<file path="src/rtl/skipseq_pkg.sv">
package skipseq_pkg;
    localparam int CW = 4;

    typedef enum logic [CW-1:0] {
        ZERO     = 4'd0,
        ONE      = 4'd1,
        TWO      = 4'd2,
        THREE    = 4'd3,
        ORPH4    = 4'd4,
        ORPH5    = 4'd5,
        SIX      = 4'd6,
        SEVEN    = 4'd7,
        ORPH8    = 4'd8,
        ORPH9    = 4'd9,
        TEN      = 4'd10,
        ELEVEN   = 4'd11,
        TWELVE   = 4'd12,
        THIRTEEN = 4'd13,
        FOURTEEN = 4'd14,
        FIFTEEN  = 4'd15
    } cnt_state_t;
endpackage

</file>
<file path="src/rtl/skipseq_next.sv">
module skipseq_next
    import skipseq_pkg::*;
(
    input  cnt_state_t        cur,
    input  logic              cnt_en,
    input  logic              frc_stb,
    input  logic [CW-1:0]     frc_val,
    output cnt_state_t        nxt
);
    cnt_state_t step;

    // Counting successor, including recovery arcs from unused codes.
    always_comb begin
        unique case (cur)
            ZERO:     step = ONE;
            ONE:      step = TWO;
            TWO:      step = THREE;
            THREE:    step = SIX;
            ORPH4:    step = SIX;
            ORPH5:    step = SIX;
            SIX:      step = SEVEN;
            SEVEN:    step = TEN;
            ORPH8:    step = TEN;
            ORPH9:    step = TEN;
            TEN:      step = ELEVEN;
            ELEVEN:   step = TWELVE;
            TWELVE:   step = THIRTEEN;
            THIRTEEN: step = FOURTEEN;
            FOURTEEN: step = FIFTEEN;
            FIFTEEN:  step = ZERO;
            default:  step = ZERO;
        endcase
    end

    // Force beats counting; disabled counting holds.
    always_comb begin
        if (frc_stb)
            nxt = cnt_state_t'(frc_val);
        else if (cnt_en)
            nxt = step;
        else
            nxt = cur;
    end
endmodule

</file>
<file path="src/rtl/skipseq_reg.sv">
module skipseq_reg
    import skipseq_pkg::*;
(
    input  logic       clk,
    input  logic       rst_n,
    input  cnt_state_t nxt,
    output cnt_state_t cur
);
    always_ff @(posedge clk or negedge rst_n) begin
        if (!rst_n)
            cur <= ZERO;
        else
            cur <= nxt;
    end
endmodule

</file>
<file path="src/rtl/skipseq_flag.sv">
module skipseq_flag
    import skipseq_pkg::*;
(
    input  cnt_state_t cur,
    output logic       bad
);
    always_comb begin
        unique case (cur)
            ORPH4, ORPH5, ORPH8, ORPH9: bad = 1'b1;
            default:                    bad = 1'b0;
        endcase
    end
endmodule

</file>
<file path="src/rtl/skipseq_counter.sv">
module skipseq_counter
    import skipseq_pkg::*;
(
    input  logic          clk,
    input  logic          rst_n,
    input  logic          cnt_en,
    input  logic          frc_stb,
    input  logic [CW-1:0] frc_val,
    output logic [CW-1:0] state_q,
    output logic          bad_code
);
    cnt_state_t cur_s;
    cnt_state_t nxt_s;

    skipseq_next u_next (
        .cur     (cur_s),
        .cnt_en  (cnt_en),
        .frc_stb (frc_stb),
        .frc_val (frc_val),
        .nxt     (nxt_s)
    );

    skipseq_reg u_reg (
        .clk   (clk),
        .rst_n (rst_n),
        .nxt   (nxt_s),
        .cur   (cur_s)
    );

    skipseq_flag u_flag (
        .cur (cur_s),
        .bad (bad_code)
    );

    assign state_q = cur_s;
endmodule

</file>
<file path="config.mk">
export PLATFORM = sky130hd
export DESIGN_NAME = skipseq_counter
export DESIGN_NICKNAME = d
export VERILOG_FILES = /design/src/rtl/skipseq_pkg.sv /design/src/rtl/skipseq_next.sv /design/src/rtl/skipseq_reg.sv /design/src/rtl/skipseq_flag.sv /design/src/rtl/skipseq_counter.sv
export SDC_FILE = /design/constraint.sdc
export NUM_CORES = 1
export LEC_CHECK = 0
export CAP_MARGIN = 20
export CORE_AREA = 5 5 42 44
export CTS_BUF_LIST = sky130_fd_sc_hd__clkbuf_16
export DETAILED_ROUTE_END_ITERATION = 10
export DIE_AREA = 0 0 47 49
export GPL_TIMING_DRIVEN = 1
export HOLD_SLACK_MARGIN = 0.1
export SYNTH_ARGS = -nofsm -noshare
export SYNTH_HDL_FRONTEND = slang
export SYNTH_SLANG_ARGS = --single-unit
</file>
<file path="constraint.sdc">
create_clock -name clk -period 2 [get_ports clk]
set_clock_uncertainty 0.1 [all_clocks]
set_input_delay 0.4 -clock clk [delete_from_list [all_inputs] [get_ports clk]]
set_output_delay 0.4 -clock clk [all_outputs]
set_load 0.01 [all_outputs]
</file>
; Yosys cells after proc, flatten, opt, wreduce, memory -nomap -nowiden
; Memories as Yosys holds them, arrays and structs flattened.
; Index checks and enable logic that the tools add are counted.
[classes]
n_eq_ne = 4
reduce_logical = 2
n_mux = 3
[ops]
columns = op, n
row1 = $eq 4x3->1 const B, 2
row2 = $eq 4x4->1 const B, 2
row3 = $mux 4, 2
row4 = $reduce_or 4->1, 1
row5 = $reduce_bool 2->1, 1
row6 = $mux 1, 1
[word_totals]
rom_bits = 64
output_inout_bits = 5
mem_count = 1
regBits = 4
[mem_list]
columns = name, words, word_bits, rd, rd_clocked_by_memory_dff, wr, line_no
row1 = (name not given), 16, 4, 1, 0, 0, skipseq_next.sv:14  ; unique case (cur)

; Depth between registers and ports, before layout
[logic_depth]
word_depth = 3
ltp_mapped = 5
mapped_depth_nobuf = 5

; Modules after synthesis
; From an unflattened synthesis, not the netlist that was laid out.
[hier_totals]
cells_unflattened = 33
hier_area_um2 = 312.8
[by_module_without_submodules]
columns = module, cells_each, seq_area_each_um2, area_each_um2, instances
row1 = skipseq_next, 27, 0.0, 200.2, 1
row2 = skipseq_reg, 4, 100.1, 100.1, 1
row3 = skipseq_flag, 2, 0.0, 12.5, 1

; Worst setup path before layout
; No wires, ideal clock.
[synth_path]
path_type = register to output
from = register u_reg.cur[0]
to = output bad_code
path_buffers = 0
required_ps = 1500
t_arrival_ps = 1018
path_stages_with_launch = 5
setup_slack_ps = 482
cell_sequence = dfrtp_1 > inv_1 > ha_1 > o22ai_1 > a21oi_1
[synth_via]
elab_chain_len = 3
word_cells_on_any_way = 6
classes_between = eq/ne: 4 / mux: 1 / reduce/logical: 1
[synth_rtl]
columns = element, line_no
row1 = start: declaration, skipseq_reg.sv:7  ; output cnt_state_t cur
row2 = start signal: assignment, skipseq_reg.sv:13  ; cur <= nxt;
row3 = $eq 4x3->1 or $eq 4x4->1 (tied branches), skipseq_flag.sv:8  ; unique case (cur)
row4 = $reduce_or 4->1 (*), skipseq_flag.sv:8
row5 = $mux 1 (*), skipseq_flag.sv:8
row6 = end: declaration, skipseq_counter.sv:10  ; output logic bad_code
; Every way passes the cells marked *; elsewhere a longest branch is shown, timed or not.

; Worst setup path after layout
[layout_path]
from = register u_reg.cur[1]
to = output bad_code
; The elaborated chain is that of the path after synthesis.

==> flow_summary.ini <==
[placed_design]
post-dp-hpwl_um = 653
dp_slack_ns = 0.109
gp_congestion = 0.729
port_buffers = 12
dp.cells = 68

[power]
irDropWorstVdd_v = 0.000509
leakage_nw = 0.267
power_density_nw_per_um2 = 936

[grt]
grt_pass1_wl_um = 1350
grt_max_degree = 11
antenna_found_initial = 0
grt_remaining_overflow = 0
first_global_vias = 320
grt_use_total_pct = 8.39

[layout]
reg.largest.list = u_reg.cur (4)
largest_register_ffs = 4
final_cell_mix = clkdlybuf4s50_1 (11), ha_1 (6)
layout_commonest_cell = clkdlybuf4s50_1
areaGrowthSynthToFinish_pct = 68.6
antenna_cells = 0
finalNonFillerCells = 71
drive_above_1_share_pct = 14.5
regMostFlops = u_reg.cur
nets = 71
fin_util_pct = 40.8

[synth]
synthTopCellsByArea = dfrtp_1 (30%), ha_1 (22%), a21oi_1 (5.9%), a311oi_1 (5.2%), inv_1 (4.4%)
ys_seq_elements = 4
netlist_instances = 37
syn_area_per_cell_um2 = 9.16
syn-num-nets = 51
synth_warnings = 0
post-synth-top-area-fraction_pct = 29.5
yosysUniqueCellTypes = 20
yosysSeqAreaShare_pct = 29.5
syn-cell-area_um2 = 339
yosysTopAreaCell = dfrtp_1

[timing]
tightest_slew_ns = 0.276
post-route-period-util_pct = 92.1
final_hold_viol_count = 0
layout_min_cycle_time_ns = 1.84
setup_tns_ns = 0
setup_ws_ns = 0.158
rsz0062_at_grt = no
fmax_ghz = 0.543
finalSetupViolCount = 0
maxSlewViolCount = 0
relSlewSlack_pct = 81.5

[detailed_routing]
drt_iter0_markers = 4
wire_per_inst_um = 11.3
drc = 0
drt_wl_total_um = 804
num_vias = 329
vias_per_cell = 4.63
route.antenna.remaining_nets = 0
drt-pass1-iter-count = 2

[die]
initial_core_util_pct = 24.2
die_width_um = 47
fp.dieH_um = 49
dieArea_um2 = 2300
boundaryPins = 13
num_rows = 14
coreArea_um2 = 1400

[setup_path]
endpoint_kind = output pin
arrival_ns = 1.34
worstPathBufferInverterCount = 2
crit_required_ns = 1.50
path_class = reg2out
startpoint_type = flop
critPathMaxFanout = 4
worstPathCellList = inv_1, ha_1, o22ai_1, a21oi_1, dlygate4sd2_1
r2r_start = u_reg.cur[0]
cpPeakStageDelay_ns = 0.36
critical-path-slowest-cell = dfrtp_1
crit_path_start = u_reg.cur[1]
path_delay_family = buffers and inverters

[clock_network]
cts_tree = yes
clock-sinks = 4
path_clk_slew_ns = 0.03
numCtsBuffers = 3
cts_buffer_depth = 2
clock_latency_ns = 0.22
htreeDepth = 1
root_buffer = clkbuf_16

[worst_hold_path]
hold_path_class = in2async

[flow_run]
max_cap_viol_count = 0

[status]
status = completed
[per-layer routing]
metal  GRT usage, %  part of all wire (%)
met5              0                     0
met4           6.91                     0
met3           2.21                   5.5
met2           10.4                    47
met1           11.5                    47
[cell families after synthesis]
group	synth area share [%]
XOR/XNOR	2.58
adder cells (fa/ha/maj)	22.1
flip-flops	29.5
buffers and inverters	7.75
AND/OR/NAND/NOR	13.7
AO/OA/AOI/OAI	24.4
[synth_stat cells]
| master | n |
|---|---|
| or2_2 | 1 |
| o31a_1 | 1 |
| dfrtp_1 | 4 |
| ha_1 | 6 |
| o2111ai_1 | 1 |
| nand3_1 | 1 |
| nand2b_1 | 1 |
| o21ai_0 | 1 |
| or3_1 | 1 |
| a21oi_1 | 4 |
| inv_1 | 4 |
| buf_6 | 1 |
| nand2_1 | 3 |
| nor3b_1 | 1 |
| nor2_1 | 1 |
| xnor2_1 | 1 |
| o22ai_1 | 1 |
| a21o_1 | 1 |
| a311oi_1 | 2 |
| a22o_1 | 1 |
[per-stage QoR]
step | hold WS (ns) | total power, mW | area (um2)
6_report | 0.301 | 0.535 | 572
5_1_grt | 0.309 | 0.566 | 572
4_1_cts | 0.306 | 0.545 | 572
3_5_place_dp | 0.540 | 0.231 | 498
3_3_place_gp | 0.533 | 0.230 | 498
2_1_floorplan | 0.00441 | 0.166 | 339
[final timing paths]
kind                                     end  slack (ns)  depth (start not counted)
worst max-delay path                bad_code        0.16                          5
worst min-delay path            u_reg.cur[2]        0.30                          1
worst max register to register  u_reg.cur[1]        0.37                          5
worst min register to register  u_reg.cur[1]        0.59                          3
max in group asynchronous       u_reg.cur[1]        1.31                          1
min in group clk                u_reg.cur[1]        0.59                          3
[power by group]
part	switching (mW)	internal (mW)	leakage (nW)
clock	0.0530	0.255	0.0370
combinational	0.0559	0.0704	0.183
sequential	0.0101	0.0909	0.0473
total	0.119	0.416	0.267
[timing repair]
item,in CTS,in global routing
endpoints found under the setup margin,1,0
gates resized for setup,1,0
hold buffers,0,0
buffers inserted,0,0
[final cells by class]
class,instances,area (um2)
well taps,16,20.0
multi-input cells,28,213
repair buffers,16,149
clock buffers,3,75.1
flip-flops and latches,4,100
inverters,4,15.0
fillers,151,830
Power figures use the tool's default switching activity.
